<file path="config.mk">
export PLATFORM = sky130hd
export DESIGN_NAME = eag_top
export DESIGN_NICKNAME = d
export VERILOG_FILES = /design/src/rtl/eag_pkg.sv /design/src/rtl/eag_rst_sync.sv /design/src/rtl/eag_scaler.sv /design/src/rtl/eag_sum.sv /design/src/rtl/eag_outreg.sv /design/src/rtl/eag_top.sv
export SDC_FILE = /design/constraint.sdc
export NUM_CORES = 1
export LEC_CHECK = 0
export BUFFER_PORTS_ARGS = -buffer_cell sky130_fd_sc_hd__buf_2
export CAP_MARGIN = 20
export CORE_MARGIN = 8
export CORE_UTILIZATION = 45
export DETAILED_ROUTE_END_ITERATION = 6
export PLACE_DENSITY_LB_ADDON = 0.12
export SLEW_MARGIN = 20
export SYNTH_ARGS = -nofsm -noshare
export SYNTH_HDL_FRONTEND = slang
export SYNTH_HIERARCHICAL = 1
export SYNTH_SLANG_ARGS = --single-unit
export TNS_END_PERCENT = 30
</file>
<file path="constraint.sdc">
create_clock -name clk -period 0.8 [get_ports clk]
set_input_delay 0.12 -clock clk [delete_from_list [all_inputs] [get_ports clk]]
set_output_delay 0.12 -clock clk [all_outputs]
set_load 0.1 [all_outputs]
</file>
<file path="src/rtl/eag_pkg.sv">
package eag_pkg;

  typedef enum logic [2:0] {
    EA_ABS_SHORT    = 3'd0,
    EA_ABS_LONG     = 3'd1,
    EA_REG          = 3'd2,
    EA_REG_SHORT    = 3'd3,
    EA_REG_LONG     = 3'd4,
    EA_REG_IDX      = 3'd5,
    EA_IDX_LONG     = 3'd6,
    EA_REG_IDX_LONG = 3'd7
  } ea_mode_e;

  typedef enum logic [1:0] {
    OFS_NONE  = 2'd0,
    OFS_SHORT = 2'd1,
    OFS_LONG  = 2'd2
  } ofs_sel_e;

  typedef struct packed {
    logic     use_base;
    logic     use_index;
    ofs_sel_e ofs;
  } ea_sel_t;

  function automatic ea_sel_t decode_mode(input ea_mode_e m);
    ea_sel_t s;
    s.use_base  = 1'b0;
    s.use_index = 1'b0;
    s.ofs       = OFS_NONE;
    case (m)
      EA_ABS_SHORT:    s.ofs = OFS_SHORT;
      EA_ABS_LONG:     s.ofs = OFS_LONG;
      EA_REG:          s.use_base = 1'b1;
      EA_REG_SHORT: begin
        s.use_base = 1'b1;
        s.ofs      = OFS_SHORT;
      end
      EA_REG_LONG: begin
        s.use_base = 1'b1;
        s.ofs      = OFS_LONG;
      end
      EA_REG_IDX: begin
        s.use_base  = 1'b1;
        s.use_index = 1'b1;
      end
      EA_IDX_LONG: begin
        s.use_index = 1'b1;
        s.ofs       = OFS_LONG;
      end
      default: begin
        s.use_base  = 1'b1;
        s.use_index = 1'b1;
        s.ofs       = OFS_LONG;
      end
    endcase
    return s;
  endfunction

endpackage

</file>
<file path="src/rtl/eag_rst_sync.sv">
module eag_rst_sync #(
  parameter int STAGES = 2
) (
  input  logic clk,
  input  logic rst_n,
  output logic rst_q_n
);

  logic [STAGES-1:0] sync_q;
  logic [STAGES-1:0] sync_d;

  always_comb begin
    sync_d = {sync_q[STAGES-2:0], 1'b1};
  end

  always_ff @(posedge clk or negedge rst_n) begin
    if (!rst_n) begin
      sync_q <= '0;
    end else begin
      sync_q <= sync_d;
    end
  end

  assign rst_q_n = sync_q[STAGES-1];

endmodule

</file>
<file path="src/rtl/eag_scaler.sv">
module eag_scaler #(
  parameter int W         = 32,
  parameter int SW        = 3,
  parameter int MAX_SHIFT = 4
) (
  input  logic [W-1:0]  index,
  input  logic [SW-1:0] code,
  output logic [W-1:0]  scaled,
  output logic          out_of_range
);

  localparam logic [SW-1:0] LIMIT = SW'(MAX_SHIFT);

  logic [W-1:0] stg [SW+1];

  assign stg[0] = index;

  for (genvar k = 0; k < SW; k++) begin : g_stage
    assign stg[k+1] = code[k] ? (stg[k] << (2**k)) : stg[k];
  end

  assign scaled       = stg[SW];
  assign out_of_range = (code > LIMIT);

endmodule

</file>
<file path="src/rtl/eag_sum.sv">
module eag_sum
  import eag_pkg::*;
#(
  parameter int W     = 32,
  parameter int OFF_W = 12
) (
  input  ea_sel_t          sel,
  input  logic             illegal,
  input  logic [W-1:0]     base,
  input  logic [W-1:0]     scaled_index,
  input  logic [OFF_W-1:0] off_short,
  input  logic [W-1:0]     disp,
  output logic [W-1:0]     addr
);

  localparam int EXT_W = W - OFF_W;

  logic [W-1:0] op_base;
  logic [W-1:0] op_index;
  logic [W-1:0] op_ofs;
  logic [W-1:0] total;

  always_comb begin
    op_base  = sel.use_base  ? base         : '0;
    op_index = sel.use_index ? scaled_index : '0;
    case (sel.ofs)
      OFS_SHORT: op_ofs = {{EXT_W{1'b0}}, off_short};
      OFS_LONG:  op_ofs = disp;
      default:   op_ofs = '0;
    endcase
    total = op_base + op_index + op_ofs;
    addr  = illegal ? '0 : total;
  end

endmodule

</file>
<file path="src/rtl/eag_outreg.sv">
module eag_outreg #(
  parameter int W = 32
) (
  input  logic         clk,
  input  logic         rst_n,
  input  logic         in_valid,
  output logic         in_ready,
  input  logic [W-1:0] in_addr,
  input  logic         in_illegal,
  output logic         out_valid,
  input  logic         out_ready,
  output logic [W-1:0] out_addr,
  output logic         out_illegal
);

  logic         valid_q;
  logic         valid_d;
  logic         load;
  logic         data_en;
  logic [W-1:0] addr_q;
  logic         ill_q;

  always_comb begin
    load     = rst_n & (~valid_q | out_ready);
    data_en  = load & in_valid;
    valid_d  = load ? in_valid : valid_q;
  end

  always_ff @(posedge clk or negedge rst_n) begin
    if (!rst_n) begin
      valid_q <= 1'b0;
    end else begin
      valid_q <= valid_d;
    end
  end

  always_ff @(posedge clk) begin
    if (data_en) begin
      addr_q <= in_addr;
      ill_q  <= in_illegal;
    end
  end

  assign in_ready    = load;
  assign out_valid   = valid_q;
  assign out_addr    = addr_q;
  assign out_illegal = ill_q;

endmodule

</file>
<file path="src/rtl/eag_top.sv">
module eag_top
  import eag_pkg::*;
#(
  parameter int ADDR_W      = 32,
  parameter int OFF_W       = 12,
  parameter int SCALE_W     = 3,
  parameter int MAX_SHIFT   = 4,
  parameter int SYNC_STAGES = 2
) (
  input  logic               clk,
  input  logic               rst_n,
  input  logic               in_valid,
  output logic               in_ready,
  input  logic [2:0]         in_mode,
  input  logic [ADDR_W-1:0]  in_base,
  input  logic [ADDR_W-1:0]  in_index,
  input  logic [SCALE_W-1:0] in_scale,
  input  logic [OFF_W-1:0]   in_off12,
  input  logic [ADDR_W-1:0]  in_disp,
  output logic               out_valid,
  input  logic               out_ready,
  output logic [ADDR_W-1:0]  out_addr,
  output logic               out_illegal
);

  logic              rst_q_n;
  ea_sel_t           sel;
  logic [ADDR_W-1:0] scaled_index;
  logic              scale_bad;
  logic              illegal;
  logic [ADDR_W-1:0] addr_c;

  eag_rst_sync #(.STAGES(SYNC_STAGES)) u_rst_sync (
    .clk     (clk),
    .rst_n   (rst_n),
    .rst_q_n (rst_q_n)
  );

  assign sel     = decode_mode(ea_mode_e'(in_mode));
  assign illegal = sel.use_index & scale_bad;

  eag_scaler #(.W(ADDR_W), .SW(SCALE_W), .MAX_SHIFT(MAX_SHIFT)) u_scaler (
    .index        (in_index),
    .code         (in_scale),
    .scaled       (scaled_index),
    .out_of_range (scale_bad)
  );

  eag_sum #(.W(ADDR_W), .OFF_W(OFF_W)) u_sum (
    .sel          (sel),
    .illegal      (illegal),
    .base         (in_base),
    .scaled_index (scaled_index),
    .off_short    (in_off12),
    .disp         (in_disp),
    .addr         (addr_c)
  );

  eag_outreg #(.W(ADDR_W)) u_outreg (
    .clk         (clk),
    .rst_n       (rst_q_n),
    .in_valid    (in_valid),
    .in_ready    (in_ready),
    .in_addr     (addr_c),
    .in_illegal  (illegal),
    .out_valid   (out_valid),
    .out_ready   (out_ready),
    .out_addr    (out_addr),
    .out_illegal (out_illegal)
  );

endmodule

</file>
==> qor.yml <==
yosys:
  synth.most_common_cell: "nand2_1"
  synthDistinctLibCells: 76
  synth_commonest_cells: "nand2_1 (98), inv_1 (70), nor2_1 (59)"
  yosysSeqAreaShare_pct: 18.1
  ys_seq_elements: 36
  yosysTopAreaCell: "edfxtp_1"
  yosysWarnings: 6
  async_flop_share_pct: 8.33
  syn_area_mm2: 0.00588
  syn_inst: 704
  synth_top_area_share_pct: 16.9
  yosys-top-cells-area: "edfxtp_1 (17%), fa_1 (11%), ha_1 (6.8%)"
  ys_dominant_reg_cell: "edfxtp_1"
  syn-num-nets: 886
  syn_area_per_cell_um2: 8.35
  synth_enable_flop_cells: 33
timing:
  post-route-min-period_ps: 3780
  setup-violations-final: 102
  hold_viol_final: 0
  rsz0062_at_grt: "yes"
  fmax_mhz: 265
  fin_worst_skew_ps: 3.19
  final-max-slew-violation-count: 0
  post-route-period-util_pct: 472
  tns_ps: -102010
  holdWs_ps: 122
  setup_ws_ps: -2980
clock_network:
  cts.path.max_buffers: 2
  clk_pin_slew_ps: 60
  htree_num_levels: 2
  clock-sinks: 36
  cts_tree: "yes"
  clock-root-buffer: "clkbuf_16"
  cts_buffers: 5
  clk_latency_ps: 280
floorplan:
  boundaryPins: 153
  die_area_mm2: 0.0170
  initial_core_util_pct: 46.4
  coreArea_mm2: 0.0127
  dieHeight_um: 130
  die_x_um: 130
  rows: 41
hold_path:
  hold_path.class: "in2reg"
  hold_end: "u_outreg/out_valid$_DFFE_PN0P_"
  hp-start: "in_valid"
  min_path_cells: 2
place:
  dp_hpwl_um: 16400
  place_congestion: 0.992
  place_area_mm2: 0.00868
  place_inst: 1156
  io_buffers: 152
  pre_cts_slack_ps: -3280
global_route:
  grt_max_degree: 34
  grt_overflow: 0
  grt_pass1_wl_um: 32900
  first_global_vias: 6905
  antenna_found_initial: 1
  grt_usage_pct: 24.1
detailed_routing:
  num_vias: 6472
  drc: 0
  drtIter0Drc: 398
  ant_nets: 0
  routed_via_density: 5.43
  post_drt_wl_per_cell_um: 17.4
  dr.pass1.iters: 5
  drt_wl_total_um: 20700
final_layout:
  drive_above_1_share_pct: 49.5
  fin_area_mm2: 0.00964
  fin_nets: 1199
  fill_cells: 885
  fin_cells: 1191
  area_growth_pct: 64.0
  final_core_util_pct: 76.0
status:
  outcome: "complete, but fails checks"
  violations: "setup timing"
pwr:
  pwr-share-clk_pct: 11.7
  pwr-share-comb_pct: 71.9
  vdd_ir_drop_max_uv: 1060
  power_mw: 15.9
  cellLeakagePower_nw: 4.65
  power_density_mw_per_mm2: 1650
  swShare_pct: 43.6
  pwr-share-seq_pct: 16.4
  internal-power_mw: 8.96
  p_switching_mw: 6.92
setup_path:
  r2r-start: "u_outreg/out_valid$_DFFE_PN0P_"
  cp_slowest_cell: "fa_1"
  reg2reg_depth: 2
  crit_fanout: 4
  path_class: "in2reg"
  r2r_slack_ps: -400
  critPathMaxStageDelay_ps: 540
  rr_endpoint: "u_outreg/out_addr[29]$_DFFE_PP_"
  cp-end-kind: "flop"
  critical_path_arrival_ps: 3810
  required_ps: 830
  cp-start-kind: "input pin"
  cp_cell_sequence: "buf_8 -> nor2b_4 -> nor3_4 -> inv_2 -> ha_4 -> or2_4 -> fa_1 -> inv_2 -> ha_4 -> fa_2 -> a21o_1 -> a311oi_2 -> or2_1 -> o21bai_2 -> buf_6 -> o311ai_4 -> a21o_1 -> a21oi_2"
flow_run:
  drv_cap: 0
## placed cells by master (no fill, tap or decap), types with 6 or more instances in the layout
| master | instances |
|---|---|
| a21o_1 | 20 |
| a21oi_1 | 16 |
| a21oi_2 | 9 |
| a21oi_4 | 6 |
| a22oi_1 | 6 |
| a22oi_2 | 6 |
| and2_1 | 8 |
| buf_12 | 44 |
| buf_2 | 114 |
| buf_4 | 166 |
| buf_6 | 19 |
| edfxtp_1 | 33 |
| fa_1 | 30 |
| ha_1 | 19 |
| ha_4 | 13 |
| inv_1 | 59 |
| inv_2 | 11 |
| mux2_2 | 11 |
| mux2_4 | 14 |
| mux2i_1 | 15 |
| nand2_1 | 96 |
| nand2b_1 | 7 |
| nand3_1 | 6 |
| nor2_1 | 56 |
| nor2b_1 | 11 |
| o21ai_0 | 7 |
| o21ai_1 | 7 |
| o22ai_1 | 37 |
| or2_4 | 12 |
| xor2_1 | 9 |
## logic make-up after synthesis
group / Yosys count / synth area share (%)
other: 1 / 0.0638
buffers and inverters: 114 / 9.26
and+or+nand+nor: 245 / 19.5
adders and majority gates: 64 / 17.7
muxes: 48 / 10.2
AOI/OAI and AO/OA: 176 / 22.1
xor gates and xnor gates: 20 / 2.98
DFF: 36 / 18.1
## layer usage
metal | up-vias | GRT usage [%] | wire length, um
met3 | 49 | 2.49 | 1070
met4 | 0 | 7.04 | 482
li1 | 3105 | - | -
met1 | 3067 | 29.9 | 8920
met5 | - | 0 | 0
met2 | 251 | 42.9 | 10200
## final cells by class
type                    instances  area (um2)  share of cell area, %
multi-input cells             554        4940                   51.3
flip-flops and latches         36        1070                   11.1
clock buffers                   7         133                   1.38
repair buffers                349        3000                   31.2
diodes                          1        2.50                 0.0260
well taps                     172         215                   2.23
clock inverters                 1        3.75                 0.0390
inverters                      71         267                   2.77
## repair_timing
item,in CTS,in global routing
hold buffers,1,0
gates resized for setup,87,44
cloned,1,1
pin swaps,42,47
endpoints found under the hold margin,2,0
endpoints found under the setup margin,102,102
setup buffers,14,12
## sequential cells by signal (all words and copies together) (netlist names)
signal and count:
u_outreg/out_illegal 1, u_rst_sync/sync_q 2, u_outreg/out_valid 1, u_outreg/out_addr 32
## power groups by stage
stage,combinational (mW),clock [mW],sequential (mW)
global placement,9.51,0,2.63
detailed placement,9.79,0,2.64
floorplan,4.76,0,3.81
finish,11.4,1.87,2.60
global route,12.2,1.97,2.62
CTS,10.7,1.89,2.61
## worst max-delay path, delay by kind of cell
family	cells	cell delay (ps)
adders and majority gates	4	1370
and+or+nand+nor	4	780
AOI/OAI and AO/OA	6	1160
buffers and inverters	4	370
## how the worst max path moves through the flow
stage          cells after the start        from                         endpoint  slack, ps
2_1_floorplan                     16  in_mode[0]  u_outreg/out_addr[26]$_DFFE_PP_      -2890
3_3_place_gp                      16  in_mode[0]  u_outreg/out_addr[29]$_DFFE_PP_      -3160
3_5_place_dp                      17  in_mode[0]  u_outreg/out_addr[29]$_DFFE_PP_      -3280
4_1_cts                           16  in_mode[1]  u_outreg/out_addr[28]$_DFFE_PP_      -2830
5_1_grt                           18  in_mode[1]  u_outreg/out_addr[21]$_DFFE_PP_      -3060
6_report                          18  in_mode[1]  u_outreg/out_addr[21]$_DFFE_PP_      -2980
(Power assumes the default switching activity.)
